==> config.mk <==
export PLATFORM = sky130hd
export DESIGN_NAME = vmask_unit
export DESIGN_NICKNAME = d
export VERILOG_FILES = /design/src/rtl/vmask_pkg.sv /design/src/rtl/vm_compare.sv /design/src/rtl/vm_mask_state.sv /design/src/rtl/vm_mask_use.sv /design/src/rtl/vmask_unit.sv
export SDC_FILE = /design/constraint.sdc
export NUM_CORES = 1
export LEC_CHECK = 0
export ABC_AREA = 0
export BUFFER_PORTS_ARGS = -buffer_cell sky130_fd_sc_hd__buf_2
export CELL_PAD_IN_SITES_DETAIL_PLACEMENT = 1
export CELL_PAD_IN_SITES_GLOBAL_PLACEMENT = 2
export CORE_AREA = 2 2 134 136
export DETAILED_ROUTE_END_ITERATION = 12
export DIE_AREA = 0 0 136 138
export GPL_TIMING_DRIVEN = 0
export PLACE_DENSITY = 0.95
export SLEW_MARGIN = 15
export SYNTH_ARGS = -nofsm -noshare
export SYNTH_HDL_FRONTEND = slang
export SYNTH_SLANG_ARGS = --single-unit
export TNS_END_PERCENT = 20
==> constraint.sdc <==
create_clock -name clk -period 10.2 [get_ports clk]
set_input_delay 0 -clock clk [delete_from_list [all_inputs] [get_ports clk]]
set_output_delay 0 -clock clk [all_outputs]
set_load 0.005 [all_outputs]
==> src/rtl/vmask_pkg.sv <==
package vmask_pkg;
  typedef enum logic [1:0] {
    KIND_UNS = 2'd0,
    KIND_SGN = 2'd1,
    KIND_FLT = 2'd2
  } kind_e;

  typedef enum logic [2:0] {
    GATE_FULL    = 3'd0,
    GATE_ARITH   = 3'd1,
    GATE_MEM     = 3'd2,
    GATE_NONE    = 3'd3,
    GATE_DEFAULT = 3'd4
  } gate_e;

  typedef struct packed {
    logic gt;
    logic eq;
    logic lt;
    logic un;
  } rel_flags_t;
endpackage

==> src/rtl/vm_compare.sv <==
module vm_compare
  import vmask_pkg::*;
#(
  parameter int EXP_W = 8,
  parameter int MAN_W = 23
) (
  input  logic [1:0]               kind,
  input  logic [2:0]               rel,
  input  logic [EXP_W+MAN_W:0]     op_a,
  input  logic [EXP_W+MAN_W:0]     op_b,
  output logic                     hit
);
  localparam int DW = 1 + EXP_W + MAN_W;

  rel_flags_t int_f, flt_f, sel_f;

  logic sign_a, sign_b, nan_a, nan_b, both_zero;
  logic [DW-2:0] mag_a, mag_b;

  always_comb begin
    int_f = '0;
    if (kind_e'(kind) == KIND_SGN) begin
      int_f.gt = $signed(op_a) > $signed(op_b);
      int_f.lt = $signed(op_a) < $signed(op_b);
    end else begin
      int_f.gt = op_a > op_b;
      int_f.lt = op_a < op_b;
    end
    int_f.eq = op_a == op_b;
    int_f.un = 1'b0;
  end

  assign sign_a    = op_a[DW-1];
  assign sign_b    = op_b[DW-1];
  assign mag_a     = op_a[DW-2:0];
  assign mag_b     = op_b[DW-2:0];
  assign nan_a     = (&op_a[DW-2 -: EXP_W]) && (|op_a[MAN_W-1:0]);
  assign nan_b     = (&op_b[DW-2 -: EXP_W]) && (|op_b[MAN_W-1:0]);
  assign both_zero = (mag_a == '0) && (mag_b == '0);

  always_comb begin
    flt_f    = '0;
    flt_f.un = nan_a | nan_b;
    if (!flt_f.un) begin
      if (both_zero) begin
        flt_f.eq = 1'b1;
      end else if (sign_a != sign_b) begin
        flt_f.gt = !sign_a;
        flt_f.lt = sign_a;
      end else begin
        flt_f.eq = mag_a == mag_b;
        flt_f.gt = sign_a ? (mag_a < mag_b) : (mag_a > mag_b);
        flt_f.lt = sign_a ? (mag_a > mag_b) : (mag_a < mag_b);
      end
    end
  end

  assign sel_f = (kind_e'(kind) == KIND_FLT) ? flt_f : int_f;

  always_comb begin
    unique case (rel)
      3'd0:    hit = sel_f.gt;
      3'd1:    hit = sel_f.eq;
      3'd2:    hit = sel_f.lt;
      3'd3:    hit = sel_f.gt | sel_f.eq;
      3'd4:    hit = sel_f.un;
      3'd5:    hit = sel_f.gt | sel_f.lt;
      3'd6:    hit = sel_f.un | !sel_f.eq;
      default: hit = sel_f.lt | sel_f.eq;
    endcase
  end
endmodule

==> src/rtl/vm_mask_state.sv <==
module vm_mask_state #(
  parameter int LANES = 16,
  parameter int DW    = 32
) (
  input  logic                       clk,
  input  logic                       rst_n,
  input  logic                       wr_en,
  input  logic [$clog2(LANES)-1:0]   wr_idx,
  input  logic                       wr_val,
  input  logic [$clog2(LANES+1)-1:0] vlen,
  input  logic                       ld_en,
  input  logic [DW-1:0]              ld_word,
  input  logic                       save,
  input  logic                       restore,
  input  logic                       dflt_we,
  input  logic [1:0]                 dflt_mode,
  output logic [LANES-1:0]           mask_q,
  output logic [1:0]                 dflt_q
);
  localparam int LEN_W = $clog2(LANES + 1);

  logic [LANES-1:0] mask_d, shadow_q, shadow_d;
  logic [1:0]       dflt_d;
  logic             in_range, mask_ce, shadow_ce, dflt_ce;

  assign in_range  = {1'b0, wr_idx} < vlen;
  assign mask_ce   = restore | ld_en | (wr_en & in_range);
  assign shadow_ce = save;
  assign dflt_ce   = dflt_we;

  always_comb begin
    mask_d = mask_q;
    if (restore) begin
      mask_d = shadow_q;
    end else if (ld_en) begin
      mask_d = ld_word[LANES-1:0];
    end else begin
      mask_d[wr_idx] = wr_val;
    end
    shadow_d = mask_q;
    dflt_d   = dflt_mode;
  end

  always_ff @(posedge clk or negedge rst_n) begin
    if (!rst_n) begin
      mask_q   <= '1;
      shadow_q <= '1;
      dflt_q   <= 2'd0;
    end else begin
      if (mask_ce)   mask_q   <= mask_d;
      if (shadow_ce) shadow_q <= shadow_d;
      if (dflt_ce)   dflt_q   <= dflt_d;
    end
  end

  logic unused_len;
  assign unused_len = ^{LEN_W{1'b0}};
endmodule

==> src/rtl/vm_mask_use.sv <==
module vm_mask_use
  import vmask_pkg::*;
#(
  parameter int LANES = 16,
  parameter int DW    = 32
) (
  input  logic [LANES-1:0]           mask,
  input  logic [1:0]                 dflt,
  input  logic [2:0]                 qry_mode,
  input  logic [$clog2(LANES)-1:0]   qry_idx,
  input  logic                       qry_invert,
  input  logic [$clog2(LANES)-1:0]   mrg_idx,
  input  logic [DW-1:0]              mrg_a,
  input  logic [DW-1:0]              mrg_b,
  output logic                       arith_en,
  output logic                       mem_en,
  output logic [DW-1:0]              mrg_out,
  output logic [$clog2(LANES+1)-1:0] pop_count
);
  localparam int CNT_W = $clog2(LANES + 1);

  gate_e eff_mode;
  logic  eff_bit;

  always_comb begin
    if (gate_e'(qry_mode) == GATE_DEFAULT) eff_mode = gate_e'({1'b0, dflt});
    else                                    eff_mode = gate_e'(qry_mode);
  end

  assign eff_bit = mask[qry_idx] ^ qry_invert;

  always_comb begin
    arith_en = 1'b1;
    mem_en   = 1'b1;
    case (eff_mode)
      GATE_FULL:  begin arith_en = eff_bit; mem_en = eff_bit; end
      GATE_ARITH: arith_en = eff_bit;
      GATE_MEM:   mem_en   = eff_bit;
      default:    ;
    endcase
  end

  assign mrg_out = mask[mrg_idx] ? mrg_a : mrg_b;

  logic [CNT_W-1:0] partial [LANES+1];
  assign partial[0] = '0;
  for (genvar g = 0; g < LANES; g++) begin : g_pop
    assign partial[g+1] = partial[g] + CNT_W'(mask[g]);
  end
  assign pop_count = partial[LANES];
endmodule

==> src/rtl/vmask_unit.sv <==
module vmask_unit #(
  parameter int LANES = 16,
  parameter int EXP_W = 8,
  parameter int MAN_W = 23,
  parameter int DW    = 1 + EXP_W + MAN_W
) (
  input  logic                       clk,
  input  logic                       rst_n,
  input  logic                       cmp_valid,
  input  logic [1:0]                 cmp_kind,
  input  logic [2:0]                 cmp_rel,
  input  logic [$clog2(LANES)-1:0]   cmp_idx,
  input  logic [DW-1:0]              cmp_a,
  input  logic [DW-1:0]              cmp_b,
  input  logic [$clog2(LANES+1)-1:0] vlen,
  input  logic                       dflt_we,
  input  logic [1:0]                 dflt_mode,
  input  logic [2:0]                 qry_mode,
  input  logic [$clog2(LANES)-1:0]   qry_idx,
  input  logic                       qry_invert,
  output logic                       arith_en,
  output logic                       mem_en,
  input  logic [$clog2(LANES)-1:0]   mrg_idx,
  input  logic [DW-1:0]              mrg_a,
  input  logic [DW-1:0]              mrg_b,
  output logic [DW-1:0]              mrg_out,
  output logic [$clog2(LANES+1)-1:0] pop_count,
  output logic [DW-1:0]              mask_word,
  input  logic                       ld_valid,
  input  logic [DW-1:0]              ld_word,
  input  logic                       save,
  input  logic                       restore
);
  logic [LANES-1:0] mask_q;
  logic [1:0]       dflt_q;
  logic             cmp_hit;

  vm_compare #(.EXP_W(EXP_W), .MAN_W(MAN_W)) u_cmp (
    .kind (cmp_kind),
    .rel  (cmp_rel),
    .op_a (cmp_a),
    .op_b (cmp_b),
    .hit  (cmp_hit)
  );

  vm_mask_state #(.LANES(LANES), .DW(DW)) u_state (
    .clk       (clk),
    .rst_n     (rst_n),
    .wr_en     (cmp_valid),
    .wr_idx    (cmp_idx),
    .wr_val    (cmp_hit),
    .vlen      (vlen),
    .ld_en     (ld_valid),
    .ld_word   (ld_word),
    .save      (save),
    .restore   (restore),
    .dflt_we   (dflt_we),
    .dflt_mode (dflt_mode),
    .mask_q    (mask_q),
    .dflt_q    (dflt_q)
  );

  vm_mask_use #(.LANES(LANES), .DW(DW)) u_use (
    .mask       (mask_q),
    .dflt       (dflt_q),
    .qry_mode   (qry_mode),
    .qry_idx    (qry_idx),
    .qry_invert (qry_invert),
    .mrg_idx    (mrg_idx),
    .mrg_a      (mrg_a),
    .mrg_b      (mrg_b),
    .arith_en   (arith_en),
    .mem_en     (mem_en),
    .mrg_out    (mrg_out),
    .pop_count  (pop_count)
  );

  assign mask_word = {{(DW-LANES){1'b0}}, mask_q};
endmodule

Word level (Yosys, flattened, before mapping):

Index checks and enable logic that the tools add are counted.
W data, S select, Z words.

* output and inout bits: 71
* word-level logic and storage cells: 94
* bits of input ports: 195
* flip-flop bits (word level): 34

* equal/unequal tests: 14
* add/subtract/negate cells: 15
* muxes and demuxes: 26
* reduce and logical (&&, ||, !) cells: 16
* bitwise operators: 9
* $lt $le $gt $ge: 11

Operators by type and width (number)
* $add A5 B1 Y5: 14
* $gt A32 B32 Y1: 2
* $lt A32 B32 Y1: 2
* $logic_not A31 Y1: 2
* $reduce_or A23 Y1: 2
* $eq A32 B32 Y1: 1
* $mux W16: 2
* $mux W32: 1
* $eq A31 B31 Y1: 1
* $gt A31 B31 Y1: 1
* $lt A31 B31 Y1: 1
* $bwmux W16: 1
* $reduce_and A8 Y1: 2
* $lt A4 B5 Y1 const B: 3
* $mux W1: 15
* $eq A3 B3 Y1 const B: 4
* $eq A3 B2 Y1 const B: 3
* $bmux W1 S4: 2
* $or A1 B1 Y1: 7
* $pmux W1 S7: 1
* $eq A3 B1 Y1 const B: 2
* $logic_not A3 Y1: 2
* $mux W3: 2
* $lt A4 B5 Y1: 1
* 12 further kinds: 17

Longest topological paths before layout:

Gate-level depths: netlist of the first run.

* word-level depth: 15
* depth in mapped cells: 13

Cells and area by module:

Synthesis of the first run repeated with hierarchy kept, for this count alone.

* cells, all modules: 515
* area, all modules: 4778.3 um^2

By module, submodules not included
* vm_mask_state: area an instance 2210.9 um^2, sequential area each 890.9 um^2, cells each 204, times used 1
* vm_compare: area an instance 1340.0 um^2, sequential area each 0.0 um^2, cells each 195, times used 1
* vm_mask_use: area an instance 1103.6 um^2, sequential area each 0.0 um^2, cells each 99, times used 1
* vmask_unit: area an instance 123.9 um^2, sequential area each 0.0 um^2, cells each 17, times used 1

Worst setup path after synthesis of the first run:

Ideal clock, no wire load.

* path type: register to output
* start: reg u_state.mask_q[7]
* end: out pop_count[4]
* buffers on the path: 0
* cell stages (with the launch flop): 13
* arrival time: 3.637 ns
* slack: 6.563 ns
* path through: dfstp_2 inv_1 fa_1 inv_1 fa_1 inv_1 fa_1 fa_1 inv_1 fa_1 fa_1 a21oi_1 nor2b_1

* word-level cells in the longest chain between the ends: 9

RTL lines
* start: declaration: line vm_mask_state.sv:17 `output logic [LANES-1:0] mask_q,`
* start signal: assignment: line vm_mask_state.sv:50 `if (mask_ce) mask_q <= mask_d;`
* $add A5 B1 Y5 (9 in series): line vm_mask_use.sv:48 `assign partial[g+1] = partial[g] + CNT_W'(mask[g]);`
* end: declaration: line vmask_unit.sv:27 `output logic [$clog2(LANES+1)-1:0] pop_count,`

No other way between the ends.

Worst setup path in the final report of the first run:

Ends and elaborated chain as after synthesis.

==> summary.md, run 1 <==
| Metric | Value |
|---|---|
| Post_cts resized | 0 |
| Pwr Density | 156 nW/um^2 |
| First-pass DRT Iterations | 4 |
| Status | finished clean |
| Sequential share of the synthesized area | 20.0% |
| Setup_tns | 0 ns |
| Number of diodes | 0 |
| Largest net degree at the start of global routing | 35 |
| Sw power | 0.364 mW |
| Min Hold Slack | 0.0644 ns |
| Pint | 0.604 mW |
| Number of vias per cell | 5.00 |
| Max layer used | met5 |
| Ys async rst share | 100% |
| Avg Inst Size Synth | 8.88 um^2 |
| DIE WIDTH | 136 um |
| Comb power frac | 57.2% |
| Post-synth EDFFs | 0 |
| Mapped cell area | 4450 um^2 |
| Beginning of the worst hold path | ld_word[4] |
| Internal reg-to-reg setup slack | 8.90 ns |
| Met2 WL | 9040 um |
| Type of the worst min-delay path | input port to flop |
| GRT Total Usage | 17.5% |
| CTS tree | done |
| FF-to-FF End | u_state.dflt_q[0] |
| Measured slew at the worst slew-check pin | 0.783 ns |
| Clock root buffer | clkbuf_16 |
| Final setup margin | 5.96 ns |
| Worst r2r src | u_state.dflt_q[0] |
| Max_slew headroom | 47.8% |
| Initial drt markers | 172 |
| Gp weighted congestion | 0.872 |
| Yosys top cell area share | 18.9% |
| Final Setup Violations | 0 |
| Total die area | 18,800 um^2 |
| Vias in the first global route | 5,088 |
| CP required | 10.20 ns |
| Minimum clock period | 4.24 ns |
| YS warnings | 0 |
| Crit Path Max Fanout | 6 |
| Postcts setup bufs | 0 |
| Overall Power | 0.968 mW |
| Synthesis-to-layout area growth | 39.3% |
| Wire length per cell | 17.3 um |
| Total congestion overflow | 0 |
| CP Launch Point | u_state.mask_q[7] |
| Synth area leader | dfstp_2 |
| Post-Route Skew | 0.00256 ns |
| Post-Place Setup Slack | 6.24 ns |
| CTS max path bufs | 2 |
| Clock transition at path regs | 0.06 ns |
| First-pass GRT wire length | 26,100 um |
| Initial Utilization | 25.4% |
| DRT met1 WL | 6680 um |
| Dpl hpwl | 14,400 um |
| Inserted Clock Buffers | 5 |
| Unique masters post-synth | 49 |
| Peak VDD IR | 0.0000946 V |
| Last element of the critical path | pop_count[4] |
| Routed via count | 4,944 |
| Initial antenna violation count | 1 |
| # rows | 49 |
| Routed wire length | 17,100 um |
| WS Path Type | flop to output port |
| Crit path DAT | 4.24 ns |
| Nature of the critical path endpoint | output port |
| CTS Sinks | 34 |
| Final nets | 1,004 |
| Number of port buffers | 231 |
| Sw Ratio | 37.6% |
| Fraction of layout cells with a size suffix above 1 | 48.0% |
| Synth Instances | 501 |
| DRC errors left | 0 |
| Core area | 17,500 um^2 |
| Maxcap violations | 0 |
| #FFs+latches synth | 34 |
| Max Transition Viols Final | 0 |
| H-tree levels | 2 |
| Clk pwr share | 21.3% |
| Worst-Skew Late Latency | 0.28 ns |
| Power share of the sequential group | 21.5% |
| Max Fclk | 236 MHz |
| Routed Antenna Nets | 0 |
| Largest cells by area after synthesis | dfstp_2 19%, mux2_2 13%, ha_1 11%, o21ai_0 5.4%, mux4_2 5.1% |
| RSZ-0062 raised after global routing | no |
| Worst R2R Path Depth | 2 |
| Final hold viol count | 0 |
| WL met3 | 1200 um |
| Num ports | 266 |
| Die height | 138 um |
| Setup crit start kind | flop |
| Leak pwr | 2.91 nW |
| Final worst path period share | 41.6% |
| Main synth FF type | dfstp_2 |
[layout by cell type (no fill, tap or decap), types with 5 or more instances in the layout]
| master | count |
|---|---|
| a21o_1 | 6 |
| a21oi_1 | 37 |
| buf_2 | 231 |
| buf_4 | 16 |
| clkbuf_1 | 12 |
| clkbuf_16 | 5 |
| conb_1 | 16 |
| dfstp_2 | 32 |
| dlygate4sd3_1 | 5 |
| fa_1 | 10 |
| ha_1 | 40 |
| inv_1 | 53 |
| mux2_2 | 50 |
| mux4_2 | 10 |
| nand2_1 | 15 |
| nand2b_1 | 23 |
| nand3_1 | 13 |
| nand4_1 | 32 |
| nor2_1 | 17 |
| nor2b_1 | 5 |
| nor3_1 | 7 |
| nor4_1 | 14 |
| o21ai_0 | 48 |
| o2bb2ai_1 | 6 |
| o2bb2ai_2 | 10 |
[flip-flops by register name (all words and copies together) (netlist names)]
name	flops
u_state.mask_q	16
u_state.shadow_q	16
u_state.dflt_q	2
[how the worst min path moves through the flow]
stage | to | slack (ns) | depth (start not counted)
after CTS | u_state.mask_q[6] | 0.06 | 4
after global routing | u_state.mask_q[4] | 0.09 | 4
after global placement | u_state.dflt_q[0] | 0.13 | 1
final | u_state.mask_q[4] | 0.06 | 4
after detailed placement | u_state.dflt_q[1] | 0.12 | 1
after floorplan | u_state.dflt_q[0] | -0.30 | 0
[Yosys cell counts (all sizes together) (5+ instances only)]
cell type and n:
inv 53, mux2 50, o21ai 49, ha 40
a21oi 37, dfstp 32, nand4 32, nand2b 23
buf 19, nor2 17, o2bb2ai 16, nand2 15
nor4 15, nand3 13, clkbuf 12, fa 10
mux4 10, nor3 7, a21o 6, nor2b 5
[area by class of cell]
type	count	area (um^2)
plain buffers	31	184
inverters	53	199
well taps	229	287
multi-input cells	398	3230
clock inverters	2	60.1
repair buffers	236	1210
fillers	2157	11300
clock buffers	6	139
flip-flops and latches	34	891
[cell families after synthesis]
kind of cell,synth area share [%]
buf+inv,8.60
fa+ha+maj,15.7
flops,20.0
compound gates,18.4
other cells,0.0843
xor+xnor,0.787
mux,17.9
simple gates,18.5
[routing by layer]
layer | vias to the layer above | GRT usage (%)
met1 | 2409 | 20.5
li1 | 2340 | -
met3 | 18 | 2.86
met2 | 175 | 33.6
met5 | - | 0
met4 | 2 | 2.69
[power groups by stage]
| stage | sequential (mW) | clock, mW | combinational [mW] |
|---|---|---|---|
| finish | 0.208 | 0.206 | 0.553 |
| detailed placement | 0.209 | 0 | 0.559 |
| floorplan | 0.194 | 0 | 0.345 |
| global placement | 0.207 | 0 | 0.537 |
| CTS | 0.207 | 0.210 | 0.564 |
| global route | 0.212 | 0.216 | 0.620 |
[metrics by stage]
stage / area [um^2] / util [%] / instances
2_1_floorplan: 4510 / - / 516
3_3_place_gp: 5950 / 33.9 / 976
3_5_place_dp: 5950 / 33.9 / 976
4_1_cts: 6200 / 35.4 / 989
5_1_grt: 6200 / 35.4 / 989
6_report: 6200 / 35.4 / 989
[critical path, stage by stage, from the launching register on]
cell	delay, ns
dfstp_2	0.59
inv_1	0.08
fa_1	0.53
inv_1	0.05
fa_1	0.49
inv_1	0.06
fa_1	0.47
fa_1	0.50
inv_1	0.05
fa_1	0.39
fa_1	0.41
a21oi_1	0.15
nor2b_1	0.06
buf_2	0.13
[timing repair]
item,CTS,global route
hold buffers,5,0
setup endpoints to repair,0,0
hold endpoints to repair,4,0
Power figures use the tool's default switching activity.
==> inputs of run 2 (changes only) <==
--- a/config.mk
+++ b/config.mk
@@ -9,11 +9,11 @@
 export BUFFER_PORTS_ARGS = -buffer_cell sky130_fd_sc_hd__buf_2
 export CELL_PAD_IN_SITES_DETAIL_PLACEMENT = 1
 export CELL_PAD_IN_SITES_GLOBAL_PLACEMENT = 2
-export CORE_AREA = 2 2 134 136
+export CORE_AREA = 2 2 146 148
 export DETAILED_ROUTE_END_ITERATION = 12
-export DIE_AREA = 0 0 136 138
+export DIE_AREA = 0 0 148 150
 export GPL_TIMING_DRIVEN = 0
-export PLACE_DENSITY = 0.95
+export PLACE_DENSITY = 0.88
 export SLEW_MARGIN = 15
 export SYNTH_ARGS = -nofsm -noshare
 export SYNTH_HDL_FRONTEND = slang
==> constraint.sdc (replaced) <==
create_clock -name clk -period 3.4 [get_ports clk]
set_input_delay 0 -clock clk [delete_from_list [all_inputs] [get_ports clk]]
set_output_delay 0 -clock clk [all_outputs]
set_load 0.005 [all_outputs]
==> summary.md, run 2 (same netlist as run 1, synthesis figures left out) <==
| Metric | Value |
|---|---|
| Num ports | 266 |
| Final nets | 1,007 |
| Post-Route Skew | 0.00334 ns |
| Final cell count without fillers | 1,041 |
| DIE WIDTH | 148 um |
| Total congestion overflow | 0 |
| Initial antenna violation count | 2 |
| Hold Crit Depth | 4 |
| Final Util | 30.2% |
| Wire length per cell | 18.1 um |
| CTS Sinks | 34 |
| Sequential cell area | 891 um^2 |
| Initial drt markers | 192 |
| GRT Total Usage | 16.2% |
| Inserted Clock Buffers | 5 |
| # rows | 53 |
| RSZ-0062 raised after global routing | yes |
| Total die area | 22,200 um^2 |
| Area of the multi-input gates | 3240 um^2 |
| Routed wire length | 18,800 um |
| Leak pwr | 2.91 nW |
| Crit Path Max Fanout | 6 |
| Die height | 150 um |
| Worst R2R Path Depth | 2 |
| Max_slew headroom | 45.0% |
| Number of port buffers | 231 |
| Max Fclk | 250 MHz |
| Met2 WL | 10,000 um |
| Gp weighted congestion | 0.843 |
| Clock root buffer | clkbuf_16 |
| Violated checks | setup timing |
| Max layer used | met4 |
| Peak VDD IR | 0.000192 V |
| Routed via count | 5,010 |
| Largest net degree at the start of global routing | 35 |
| Worst-Skew Late Latency | 0.28 ns |
| WS Path Type | flop to output port |
| Clock transition at path regs | 0.06 ns |
| Pwr Density | 455 nW/um^2 |
| Initial Utilization | 21.5% |
| First-pass DRT Iterations | 4 |
| CP cell instances | fa_1 -> fa_1 -> inv_1 -> fa_1 -> fa_1 -> inv_1 -> fa_2 -> fa_2 -> a21oi_1 -> nor2b_1 -> buf_2 |
| Fraction of layout cells with a size suffix above 1 | 49.0% |
| Final Setup Violations | 5 |
| Crit path DAT | 4.01 ns |
| DRT met1 WL | 7090 um |
| WL met3 | 1260 um |
| Critical Path Most Common Cell | fa_1 |
| Final worst path period share | 118% |
| Status | finished with violations |
| CTS max path bufs | 2 |
| Crit-path slowest cell | dfstp_2 |
| Type of the worst min-delay path | input port to flop |
| Commonest non-fill, non-tap cells in the layout | 231 x buf_2, 50 x mux2_2, 49 x inv_1, 48 x o21ai_0, 40 x ha_1 |
| Regs by FF count | u_state.mask_q: 16 flops, u_state.shadow_q: 16 flops, u_state.dflt_q: 2 flops |
| Vias in the first global route | 5,104 |
| Setup crit start kind | flop |
| Nature of the critical path endpoint | output port |
| Internal reg-to-reg setup slack | 2.07 ns |
| Routed Antenna Nets | 0 |
| CP Buf/Inv Count | 3 |
| Max Transition Viols Final | 0 |
| Core area | 20,700 um^2 |
| Minimum clock period | 4.01 ns |
| Measured slew at the worst slew-check pin | 0.816 ns |
| Number of vias per cell | 4.81 |
| CTS tree | done |
| DRC errors left | 0 |
| Fillers | 2,553 |
| First-pass GRT wire length | 27,600 um |
| CP Depth | 11 |
| Dpl hpwl | 15,700 um |
| Final setup margin | -0.605 ns |
| Final hold viol count | 0 |
| Maxcap violations | 0 |
| Post-Place Setup Slack | -0.436 ns |
| Overall Power | 2.84 mW |
| Largest stage delay, worst path | 0.63 ns |
| Synthesis-to-layout area growth | 40.6% |
| Most common cell after layout, fill and taps aside | buf_2 |
| CP required | 3.40 ns |
| Placed cells | 1,022 |
| H-tree levels | 2 |
| Crit-path leading delay family | adder cells |
run 2: cell types whose count changed in the layout (fill, tap and decap cells not counted), sizes merged:
cell    delta
diode      +3
clkinv     +2
buf        +3
bufinv     -1
clkbuf     -1
run 2: metrics by stage:
| stage | instance area [um^2] | setup TNS [ns] | hold WS, ns |
|---|---|---|---|
| global route | 6250 | -3.02 | 0.113 |
| CTS | 6240 | -2.64 | 0.000665 |
| finish | 6260 | -2.53 | 0.0755 |
| detailed placement | 6010 | -1.71 | 0.129 |
| floorplan | 4510 | -0.481 | -0.296 |
| global placement | 6010 | -1.36 | 0.120 |
run 2: power by group:
part / switching [mW] / internal, mW
Sequential: 0.0940 / 0.530
Combinational: 0.829 / 0.867
Clock: 0.182 / 0.343
run 2: final cells by class:
type	instances	area share, %
sequential	34	14.2
inverter	53	3.18
multi-input combinational	398	51.7
buffer	31	2.94
tap	275	5.50
clock buffer	5	2.00
timing repair buffer	239	19.6
antenna	3	0.120
clock inverter	3	0.640
run 2: worst paths after layout:
path,start,endpoint
max,u_state.mask_q[5],pop_count[4]
min,ld_word[10],u_state.mask_q[10]
max reg2reg,u_state.dflt_q[1],u_state.dflt_q[1]
min reg2reg,u_state.dflt_q[0],u_state.dflt_q[0]
max in group asynchronous,rst_n,u_state.dflt_q[1]
min in group asynchronous,rst_n,u_state.dflt_q[0]
run 2: repair_timing:
action	4_1_cts	5_1_grt
gates resized for setup	2	2
buffers inserted	3	0
gates cloned	0	0
pin swaps	1	1
setup endpoints to repair	5	5
hold endpoints to repair	4	1
hold buffers	4	1
run 2: metal layers:
layer  up-vias  GRT usage (%)
li1       2360              -
met1      2435           18.0
met2       185           31.4
met3        30           2.90
met4         0           4.19
met5         -              0
run 2: worst reg2reg max path, stage by stage (launching register included):
cell and delay, ns:
dfrtp_1 0.40, mux2_2 0.26, dlygate4sd3_1 0.55
==> inputs of run 3 (changes only) <==
--- a/config.mk
+++ b/config.mk
@@ -9,11 +9,11 @@
 export BUFFER_PORTS_ARGS = -buffer_cell sky130_fd_sc_hd__buf_2
 export CELL_PAD_IN_SITES_DETAIL_PLACEMENT = 1
 export CELL_PAD_IN_SITES_GLOBAL_PLACEMENT = 2
-export CORE_AREA = 2 2 146 148
+export CORE_AREA = 2 2 96 191
 export DETAILED_ROUTE_END_ITERATION = 12
-export DIE_AREA = 0 0 148 150
+export DIE_AREA = 0 0 98 193
 export GPL_TIMING_DRIVEN = 0
-export PLACE_DENSITY = 0.88
+export PLACE_DENSITY = 0.95
 export SLEW_MARGIN = 15
 export SYNTH_ARGS = -nofsm -noshare
 export SYNTH_HDL_FRONTEND = slang
==> constraint.sdc (replaced) <==
create_clock -name clk -period 5.2 [get_ports clk]
set_input_delay 0 -clock clk [delete_from_list [all_inputs] [get_ports clk]]
set_output_delay 0 -clock clk [all_outputs]
set_load 0.005 [all_outputs]
==> summary.md, run 3 (same netlist as run 1, synthesis figures left out) <==
| Metric | Value |
|---|---|
| Status | finished clean |
| Worst R2R Path Depth | 2 |
| Wire length per cell | 18.3 um |
| Hold Crit Endpoint | u_state.mask_q[1] |
| Num ports | 266 |
| Beginning of the worst hold path | ld_word[1] |
| Pwr Density | 308 nW/um^2 |
| Routed wire length | 17,800 um |
| Sw power | 0.729 mW |
| CTS Sinks | 34 |
| Clock root buffer | clkbuf_16 |
| Vias in the first global route | 5,243 |
| RSZ-0062 raised after global routing | no |
| Most common cell after layout, fill and taps aside | buf_2 |
| Final worst path period share | 81.6% |
| Total congestion overflow | 0 |
| Total die area | 18,900 um^2 |
| Initial antenna violation count | 1 |
| Core area | 17,500 um^2 |
| DRC errors left | 0 |
| Worst r2r src | u_state.dflt_q[1] |
| Initial Utilization | 25.4% |
| Setup_tns | 0 ns |
| Area after DPL | 5930 um^2 |
| Hold Crit Depth | 4 |
| Final Setup Violations | 0 |
| First-pass GRT wire length | 27,300 um |
| Crit Path Max Fanout | 6 |
| Clock transition at path regs | 0.06 ns |
| CP required | 5.20 ns |
| Number of vias per cell | 5.08 |
| CTS max path bufs | 2 |
| Pint | 1.17 mW |
| Sw Ratio | 38.3% |
| # rows | 69 |
| Commonest non-fill, non-tap cells in the layout | 231 x buf_2, 53 x inv_1, 50 x mux2_2, 48 x o21ai_0, 40 x ha_1 |
| Inserted Clock Buffers | 5 |
| Setup crit start kind | flop |
| Routed via count | 4,944 |
| Comb power frac | 57.4% |
| FF-to-FF End | u_state.dflt_q[1] |
| Synthesis-to-layout area growth | 38.8% |
| Clk pwr share | 21.3% |
| Gp weighted congestion | 0.859 |
| Max Transition Viols Final | 0 |
| Nature of the critical path endpoint | output port |
| Largest net degree at the start of global routing | 35 |
| Measured slew at the worst slew-check pin | 0.839 ns |
| CTS tree | done |
| Final nets | 1,004 |
| Number of port buffers | 231 |
| GRT Total Usage | 18.2% |
| First-pass DRT Iterations | 4 |
| Final hold viol count | 0 |
| Crit path DAT | 4.24 ns |
| Leak pwr | 2.91 nW |
| Max Fclk | 236 MHz |
| WS Path Type | flop to output port |
| Fillers | 2,160 |
| Regs by FF count | u_state.mask_q: 16 flops, u_state.shadow_q: 16 flops, u_state.dflt_q: 2 flops |
| Routed Antenna Nets | 0 |
| Maxcap violations | 0 |
| H-tree levels | 2 |
| DIE WIDTH | 98 um |
| Initial drt markers | 146 |
| Post_cts resized | 0 |
| Type of the worst min-delay path | input port to flop |
| Power share of the sequential group | 21.3% |
| Die height | 193 um |
| Fraction of layout cells with a size suffix above 1 | 48.0% |
| Minimum clock period | 4.24 ns |
| Worst-Skew Late Latency | 0.29 ns |
| Peak VDD IR | 0.000193 V |
| Fin area | 6180 um^2 |
| Post-Route Skew | 0.00535 ns |
| Max_slew headroom | 44.1% |
| Internal reg-to-reg setup slack | 3.90 ns |
| Dpl hpwl | 15,200 um |
run 3: critical path, cell delays in order (launching register included):
cell     delay [ns]
dfstp_2        0.62
inv_1          0.08
fa_1           0.50
inv_1          0.05
fa_1           0.47
inv_1          0.06
fa_1           0.48
fa_1           0.49
inv_1          0.05
fa_1           0.41
fa_1           0.41
a21oi_1        0.15
nor2b_1        0.06
buf_2          0.12
run 3: how the worst max path moves through the flow:
stage,to,from,depth (start not counted)
after floorplan,pop_count[4],u_state.mask_q[7],12
after global placement,pop_count[4],u_state.mask_q[7],13
after detailed placement,pop_count[4],u_state.mask_q[9],13
after CTS,pop_count[4],u_state.mask_q[9],13
after global routing,pop_count[4],u_state.mask_q[7],13
final,pop_count[4],u_state.mask_q[9],13
run 3: cell type report:
type	instances	area [um^2]	share of cell area, %
Multi-Input combinational cell	398	3230	52.4
Inverter	53	199	3.22
Clock inverter	3	68.8	1.11
Antenna cell	1	2.50	0.0405
Buffer	31	184	2.98
Sequential cell	34	891	14.4
Clock buffer	5	125	2.03
Timing Repair Buffer	236	1210	19.5
Tap cell	213	267	4.32
run 3: timing repair:
action	4_1_cts	5_1_grt
hold endpoints to repair	4	0
setup endpoints to repair	0	0
hold buffers	5	0
setup buffers	0	0
run 3: power by group through the flow:
stage | registers [mW] | logic, mW | clock network (mW)
floorplan | 0.380 | 0.677 | 0
CTS | 0.406 | 1.11 | 0.410
global placement | 0.403 | 1.06 | 0
global route | 0.415 | 1.22 | 0.422
detailed placement | 0.409 | 1.11 | 0
finish | 0.405 | 1.09 | 0.405
run 3: stage by stage:
stage               total power [mW]  std cells  worst slack (ns)  utilization, %  hold slack, ns
finish                          1.90        974             0.958            35.2          0.0623
global route                    2.06        974             0.844            35.2          0.0746
CTS                             1.93        973             0.936            35.2          0.0600
detailed placement              1.51        960              1.26            33.8           0.155
global placement                1.46        960              1.29            33.8           0.137
floorplan                       1.06        516              1.56               -          -0.296
run 3: routing by layer:
metal	global-route usage [%]	up-vias	routed length [um]
met5	0	-	0
met4	6.09	0	546
met3	3.53	26	1170
met2	34.8	209	9450
met1	19.8	2370	6600
li1	-	2339	-
